<file path="src/rtl/ea_gen_pkg.sv">
// Package: shared control type for the effective address generator.
// Assumes the three control outcomes travel together through one register stage.
package ea_gen_pkg;

    // Per-request outcome produced by the decode stage
    typedef struct packed {
        logic mem_req;
        logic wb_en;
        logic illegal;
    } ea_ctl_t;

endpackage

</file>
<file path="src/rtl/ea_index_scaler.sv">
// Module: ea_index_scaler
// Gates the index term and shifts it left by the scale code.
// Assumes the scale is a power of two selected by a SCALE_W-bit code, so a
// shift mux replaces a multiplier.
module ea_index_scaler #(
    parameter int ADDR_W  = 64,
    parameter int SCALE_W = 2
) (
    input  logic [ADDR_W-1:0]  idx_i,
    input  logic               idx_en_i,
    input  logic [SCALE_W-1:0] code_i,
    output logic [ADDR_W-1:0]  scaled_o
);
    localparam int NUM_SH = 1 << SCALE_W;

    logic [ADDR_W-1:0] gated;
    logic [ADDR_W-1:0] cand [NUM_SH];

    // Zero the index when the form has no index register
    assign gated = idx_en_i ? idx_i : '0;

    // One candidate per legal shift amount
    for (genvar g = 0; g < NUM_SH; g++) begin : g_shift
        assign cand[g] = gated << g;
    end

    // Pick the candidate named by the code
    assign scaled_o = cand[code_i];
endmodule

</file>
<file path="src/rtl/ea_sum3.sv">
// Module: ea_sum3
// Adds the sign-extended displacement, the gated base and the scaled index.
// Assumes DISP_W < ADDR_W and that the sum wraps modulo 2^ADDR_W.
module ea_sum3 #(
    parameter int ADDR_W = 64,
    parameter int DISP_W = 32
) (
    input  logic [ADDR_W-1:0] base_i,
    input  logic              base_en_i,
    input  logic [ADDR_W-1:0] scaled_idx_i,
    input  logic [DISP_W-1:0] disp_i,
    output logic [ADDR_W-1:0] sum_o
);
    localparam int EXT_W = ADDR_W - DISP_W;

    logic [ADDR_W-1:0] disp_ext;
    logic [ADDR_W-1:0] base_term;

    // Replicate the displacement sign bit into the upper bits
    assign disp_ext  = {{EXT_W{disp_i[DISP_W-1]}}, disp_i};

    // Zero the base when the form has no base register
    assign base_term = base_en_i ? base_i : '0;

    // Single three-input add
    assign sum_o = disp_ext + base_term + scaled_idx_i;
endmodule

</file>
<file path="src/rtl/ea_ctl_decode.sv">
// Module: ea_ctl_decode
// Decides between memory request and value write-back, and rejects a
// request whose source and destination are both memory.
// Assumes a rejected request produces neither strobe.
module ea_ctl_decode
    import ea_gen_pkg::*;
(
    input  logic    op_lea_i,
    input  logic    src_mem_i,
    input  logic    dst_mem_i,
    output ea_ctl_t ctl_o
);
    // Combine the operand locations into the outcome flags
    always_comb begin
        ctl_o.illegal = src_mem_i & dst_mem_i;
        ctl_o.mem_req = ~op_lea_i & ~ctl_o.illegal;
        ctl_o.wb_en   = op_lea_i & ~ctl_o.illegal;
    end
endmodule

</file>
<file path="src/rtl/ea_out_stage.sv">
// Module: ea_out_stage
// Registers the address, the value result and the control flags.
// Flags are qualified by the valid input. Data registers hold their last
// values between requests. The narrow variant keeps NARROW_W low bits.
module ea_out_stage
    import ea_gen_pkg::*;
#(
    parameter int ADDR_W   = 64,
    parameter int NARROW_W = 32
) (
    input  logic              clk,
    input  logic              rst_n,
    input  logic              in_valid_i,
    input  logic [ADDR_W-1:0] sum_i,
    input  logic              narrow_i,
    input  ea_ctl_t           ctl_i,
    output logic              out_valid_o,
    output logic [ADDR_W-1:0] ea_o,
    output logic [ADDR_W-1:0] value_o,
    output ea_ctl_t           ctl_o
);
    localparam int HI_W = ADDR_W - NARROW_W;

    logic [ADDR_W-1:0] value_nxt;

    // Clear the upper bits for the narrow value form
    assign value_nxt = narrow_i ? {{HI_W{1'b0}}, sum_i[NARROW_W-1:0]} : sum_i;

    // Valid strobe and qualified flags
    always_ff @(posedge clk) begin
        if (!rst_n) begin
            out_valid_o <= 1'b0;
            ctl_o       <= '0;
        end else begin
            out_valid_o <= in_valid_i;
            ctl_o       <= in_valid_i ? ctl_i : '0;
        end
    end

    // Data capture on each accepted request
    always_ff @(posedge clk) begin
        if (!rst_n) begin
            ea_o    <= '0;
            value_o <= '0;
        end else if (in_valid_i) begin
            ea_o    <= sum_i;
            value_o <= value_nxt;
        end
    end
endmodule

</file>
<file path="src/rtl/ea_addr_gen.sv">
// Module: ea_addr_gen (top)
// Effective address generator: base + (index << scale) + sign-extended
// displacement, as a memory address or as a load-effective-address value.
// Assumes register reads arrive as values; one cycle of latency.
module ea_addr_gen
    import ea_gen_pkg::*;
#(
    parameter int ADDR_W   = 64,
    parameter int DISP_W   = 32,
    parameter int SCALE_W  = 2,
    parameter int NARROW_W = 32
) (
    input  logic               clk,
    input  logic               rst_n,
    input  logic               in_valid,
    input  logic               base_en,
    input  logic [ADDR_W-1:0]  base_val,
    input  logic               index_en,
    input  logic [ADDR_W-1:0]  index_val,
    input  logic [SCALE_W-1:0] scale_code,
    input  logic [DISP_W-1:0]  disp,
    input  logic               op_lea,
    input  logic               op_narrow,
    input  logic               src_mem,
    input  logic               dst_mem,
    output logic               out_valid,
    output logic [ADDR_W-1:0]  ea_addr,
    output logic               mem_req,
    output logic               wb_en,
    output logic [ADDR_W-1:0]  wb_value,
    output logic               illegal
);
    logic [ADDR_W-1:0] scaled_idx;
    logic [ADDR_W-1:0] sum;
    ea_ctl_t           ctl_d;
    ea_ctl_t           ctl_q;

    // Index gate and shift
    ea_index_scaler #(.ADDR_W(ADDR_W), .SCALE_W(SCALE_W)) u_scale (
        .idx_i    (index_val),
        .idx_en_i (index_en),
        .code_i   (scale_code),
        .scaled_o (scaled_idx)
    );

    // Three-term adder
    ea_sum3 #(.ADDR_W(ADDR_W), .DISP_W(DISP_W)) u_sum (
        .base_i       (base_val),
        .base_en_i    (base_en),
        .scaled_idx_i (scaled_idx),
        .disp_i       (disp),
        .sum_o        (sum)
    );

    // Operation and legality decode
    ea_ctl_decode u_dec (
        .op_lea_i  (op_lea),
        .src_mem_i (src_mem),
        .dst_mem_i (dst_mem),
        .ctl_o     (ctl_d)
    );

    // Result register
    ea_out_stage #(.ADDR_W(ADDR_W), .NARROW_W(NARROW_W)) u_out (
        .clk         (clk),
        .rst_n       (rst_n),
        .in_valid_i  (in_valid),
        .sum_i       (sum),
        .narrow_i    (op_narrow),
        .ctl_i       (ctl_d),
        .out_valid_o (out_valid),
        .ea_o        (ea_addr),
        .value_o     (wb_value),
        .ctl_o       (ctl_q)
    );

    // Unpack registered flags onto the ports
    assign mem_req = ctl_q.mem_req;
    assign wb_en   = ctl_q.wb_en;
    assign illegal = ctl_q.illegal;
endmodule

</file>
<file path="config.mk">
export PLATFORM = sky130hd
export DESIGN_NAME = ea_addr_gen
export DESIGN_NICKNAME = d
export VERILOG_FILES = /design/src/rtl/ea_gen_pkg.sv /design/src/rtl/ea_index_scaler.sv /design/src/rtl/ea_sum3.sv /design/src/rtl/ea_ctl_decode.sv /design/src/rtl/ea_out_stage.sv /design/src/rtl/ea_addr_gen.sv
export SDC_FILE = /design/constraint.sdc
export NUM_CORES = 1
export LEC_CHECK = 0
export ABC_AREA = 1
export BUFFER_PORTS_ARGS = -buffer_cell sky130_fd_sc_hd__buf_2
export CAP_MARGIN = 30
export CORE_AREA = 2 2 169 138
export DETAILED_ROUTE_END_ITERATION = 8
export DIE_AREA = 0 0 171 140
export GPL_ROUTABILITY_DRIVEN = 0
export PLACE_DENSITY_LB_ADDON = 0.25
export SLEW_MARGIN = 20
export SYNTH_ARGS = -nofsm -noshare
export SYNTH_HDL_FRONTEND = slang
export SYNTH_SLANG_ARGS = --single-unit
</file>
<file path="constraint.sdc">
create_clock -name clk -period 9.73 [get_ports clk]
set_input_delay 0.973 -clock clk [delete_from_list [all_inputs] [get_ports clk]]
set_output_delay 0.973 -clock clk [all_outputs]
set_load 0.01 [all_outputs]
</file>
==> results_dict.tcl <==
set metrics [dict create \
    cpPeakStageDelay_ns 0.73 \
    tightest_slew_ns 0.9007 \
    cp_cell_sequence "buf_2 > inv_2 > o21ai_0 > mux2i_1 > fa_1 > inv_1 > ha_1 > nand2_1 > o21ai_0 > nor2_1 > nand2_1 > a21oi_1 > nand2_1 > nand2_1 > nand2_1 > nand3_1 > a21oi_1" \
    synth_edf_count 0 \
    required_ns 10.00 \
    slew_viol_final 0 \
    crit_slowest_cell "o21ai_0" \
    total_power_uw 2183 \
    rows 49 \
    post-cts-setup-buffers 0 \
    status "finished, final reports clean" \
    max-cap-violations 0 \
    die_area_um2 23940 \
    ys_types 33 \
    hold_path_end "u_out.value_o[36]" \
    clockBufferDepth 2 \
    htree_num_levels 3 \
    start_util 0.5929 \
    cts_tree "yes" \
    synth_top_area_frac 0.2408 \
    crit_buf_inv 3 \
    grt.busiest_layer "met1" \
    core_um2 22190 \
    worst_path_most_repeated_cell "nand2_1" \
    antenna_found_initial 1 \
    cp_data_arrival_time_ns 5.77 \
    max_freq_ghz 0.1817 \
    report.final.setup_viol 0 \
    synth_area_leader_cell "nand2_1" \
    num_io_pins 303 \
    synth-seq-area-share 0.1521 \
    worst_slew_margin_rel 0.3995 \
    root_buffer "clkbuf_16" \
    hold_start "u_out.value_o[36]" \
    avgViaCountPerCell 5.152 \
    vias 14570 \
    ant_nets 0 \
    fin_crit_sh 0.5655 \
    synth_cells 2299 \
    critPathKind "primary input to flop" \
    cts-buffers-inserted 9 \
    grt_start_max_net_pins 96 \
    fin_nets 2813 \
    powerDensity_nw_per_um2 146.3 \
    setup_tns_ns 0 \
    cp_top_family "compound AO/OA/AOI/OAI gates" \
    finClkSkew_ns 0 \
    fillers 2146 \
    grt_pass1_wl_um 65400 \
    p_leak_uw 0.009227 \
    final_common_cell "nand2_1" \
    die-width_um 171 \
    met2_usage 0.5112 \
    r2r_setup_slack_ns 8.97 \
    insertion_delay_ns 0.33 \
    instances_no_fill 2827 \
    wl_per_cell_um 14.82 \
    drive_gt1_frac 0.1484 \
    hold_buffers 0 \
    first_iter_violations 1764 \
    use_met3 0.05482 \
    worst-r2r-cell-count 4 \
    track_usage 0.3444 \
    synth-async-reset-ratio 0 \
    syn-cell-area_um2 13160 \
    cts_resized 0 \
    first_global_vias 12880 \
    grt.overflow.total 0 \
    ys_seq_elements 100 \
    grt.met1_usage 0.5155 \
    cp_max_fo 65 \
    min_period_ns 5.502 \
    yosysWarningCount 0 \
    portBuffers 302 \
    wl_um 41900 \
    r2r-start "u_out.value_o[27]" \
    design_area_um2 14920 \
    hold_path.class "flop to flop" \
    min_path_cells 2 \
    worstReg2RegEnd "u_out.value_o[27]" \
    dr.pass1.iters 6 \
    synthTopCellsByArea "nand2_1 (24%), dfxtp_1 (15%), inv_1 (14%)" \
    cts_sinks 100 \
    end_kind "flop" \
    synth_nets 2596 \
    dp_hpwl_um 35890 \
    antennaDiodeCount 0 \
    start_kind "primary input" \
    ff_latch_area_um2 2002 \
    drc 0 \
    placed_cells 2810 \
    final_cell_mix "nand2_1 (844), inv_1 (491), buf_2 (302)" \
    multi_input_area_um2 8735 \
    synth_ff_type "dfxtp_1" \
    rsz0062_at_grt "no" \
    clk_pin_slew_worst_paths_ns 0.07 \
    max-vdd-ir-drop_uv 93.32 \
    die_h_um 140 \
    hold_viol_final 0 \
    syn_area_per_cell_um2 5.724 \
    placed_area_um2 14600 \
    syn2layout_area_growth_pct 13.40 \
]
==> worst min-delay path: cells and delay by family (launching register included) <==
| kind | cells | cell delay [ns] |
|---|---|---|
| flops | 1 | 0.31 |
| simple gates | 1 | 0.06 |
| compound gates | 1 | 0.05 |
==> sequential cells by signal, summed over array words and instances (netlist names) <==
name / flops
u_out.out_valid_o: 1
u_out.value_o: 64
u_out.ea_o: 32
u_out.ctl_o: 3
==> power breakdown <==
part           total (uW)  internal, uW  switching (uW)  leakage, uW
Combinational        1310           433             877      0.00825
Sequential            510           470            39.7     0.000824
Clock                 363           208             155     0.000151
Total                2180          1110            1070      0.00923
==> worst max path at each step <==
stage | slack (ns) | endpoint | depth (start not counted) | start
detailed placement | 4.20 | u_out.value_o[63] | 17 | scale_code[1]
CTS | 4.55 | u_out.value_o[63] | 16 | scale_code[1]
global placement | 4.29 | u_out.value_o[63] | 17 | scale_code[0]
floorplan | 5.49 | u_out.value_o[63] | 18 | disp[31]
global route | 4.09 | u_out.value_o[63] | 18 | scale_code[0]
finish | 4.23 | u_out.value_o[63] | 17 | scale_code[0]
==> layout make-up <==
cell class,count,area share
Inverter,505,0.1270
Multi-Input combinational cell,1590,0.5854
Sequential cell,100,0.1342
Clock buffer,11,0.01627
Timing Repair Buffer,310,0.1075
Tap cell,306,0.02566
Clock inverter,5,0.004025
==> through the flow <==
stage	hold slack [ns]	setup WS (ns)	utilization
after floorplan	0.4900	5.489	-
after global placement	0.4486	4.291	0.6562
after detailed placement	0.4527	4.198	0.6578
after CTS	0.4641	4.550	0.6714
after global routing	0.4787	4.092	0.6723
final	0.4610	4.228	0.6723
==> logic make-up (layout without fill, tap and decap cells) <==
family,after synthesis,after routing,synth area share
AO/OA/AOI/OAI,213,213,0.08244
multiplexers,51,51,0.03879
flip-flops,100,100,0.1521
buffers and inverters,609,831,0.1841
XOR/XNOR,34,34,0.02263
AND/OR/NAND/NOR,1166,1166,0.3636
adder cells (fa/ha/maj),126,126,0.1563
==> metal layers <==
metal	vias to the layer above	wire length (um)
met2	810	16740
met3	65	5039
met1	6382	19080
met4	2	1038
met5	-	11
li1	7307	-
==> synthesized netlist by cell type (8+ instances only) <==
cell type,instances
nor2_1,106
fa_1,64
clkbuf_1,51
nand4_1,16
a21oi_1,103
nand2_2,15
dfxtp_1,100
nand2_1,844
inv_2,8
o21ai_0,104
mux2i_1,51
xor2_1,24
buf_4,33
inv_1,493
ha_1,62
xnor2_1,10
buf_2,10
nor3_1,11
nor2_2,12
nand3b_1,11
nand3_1,139
buf_1,10
Note: power is estimated with default switching activity, not from simulation.
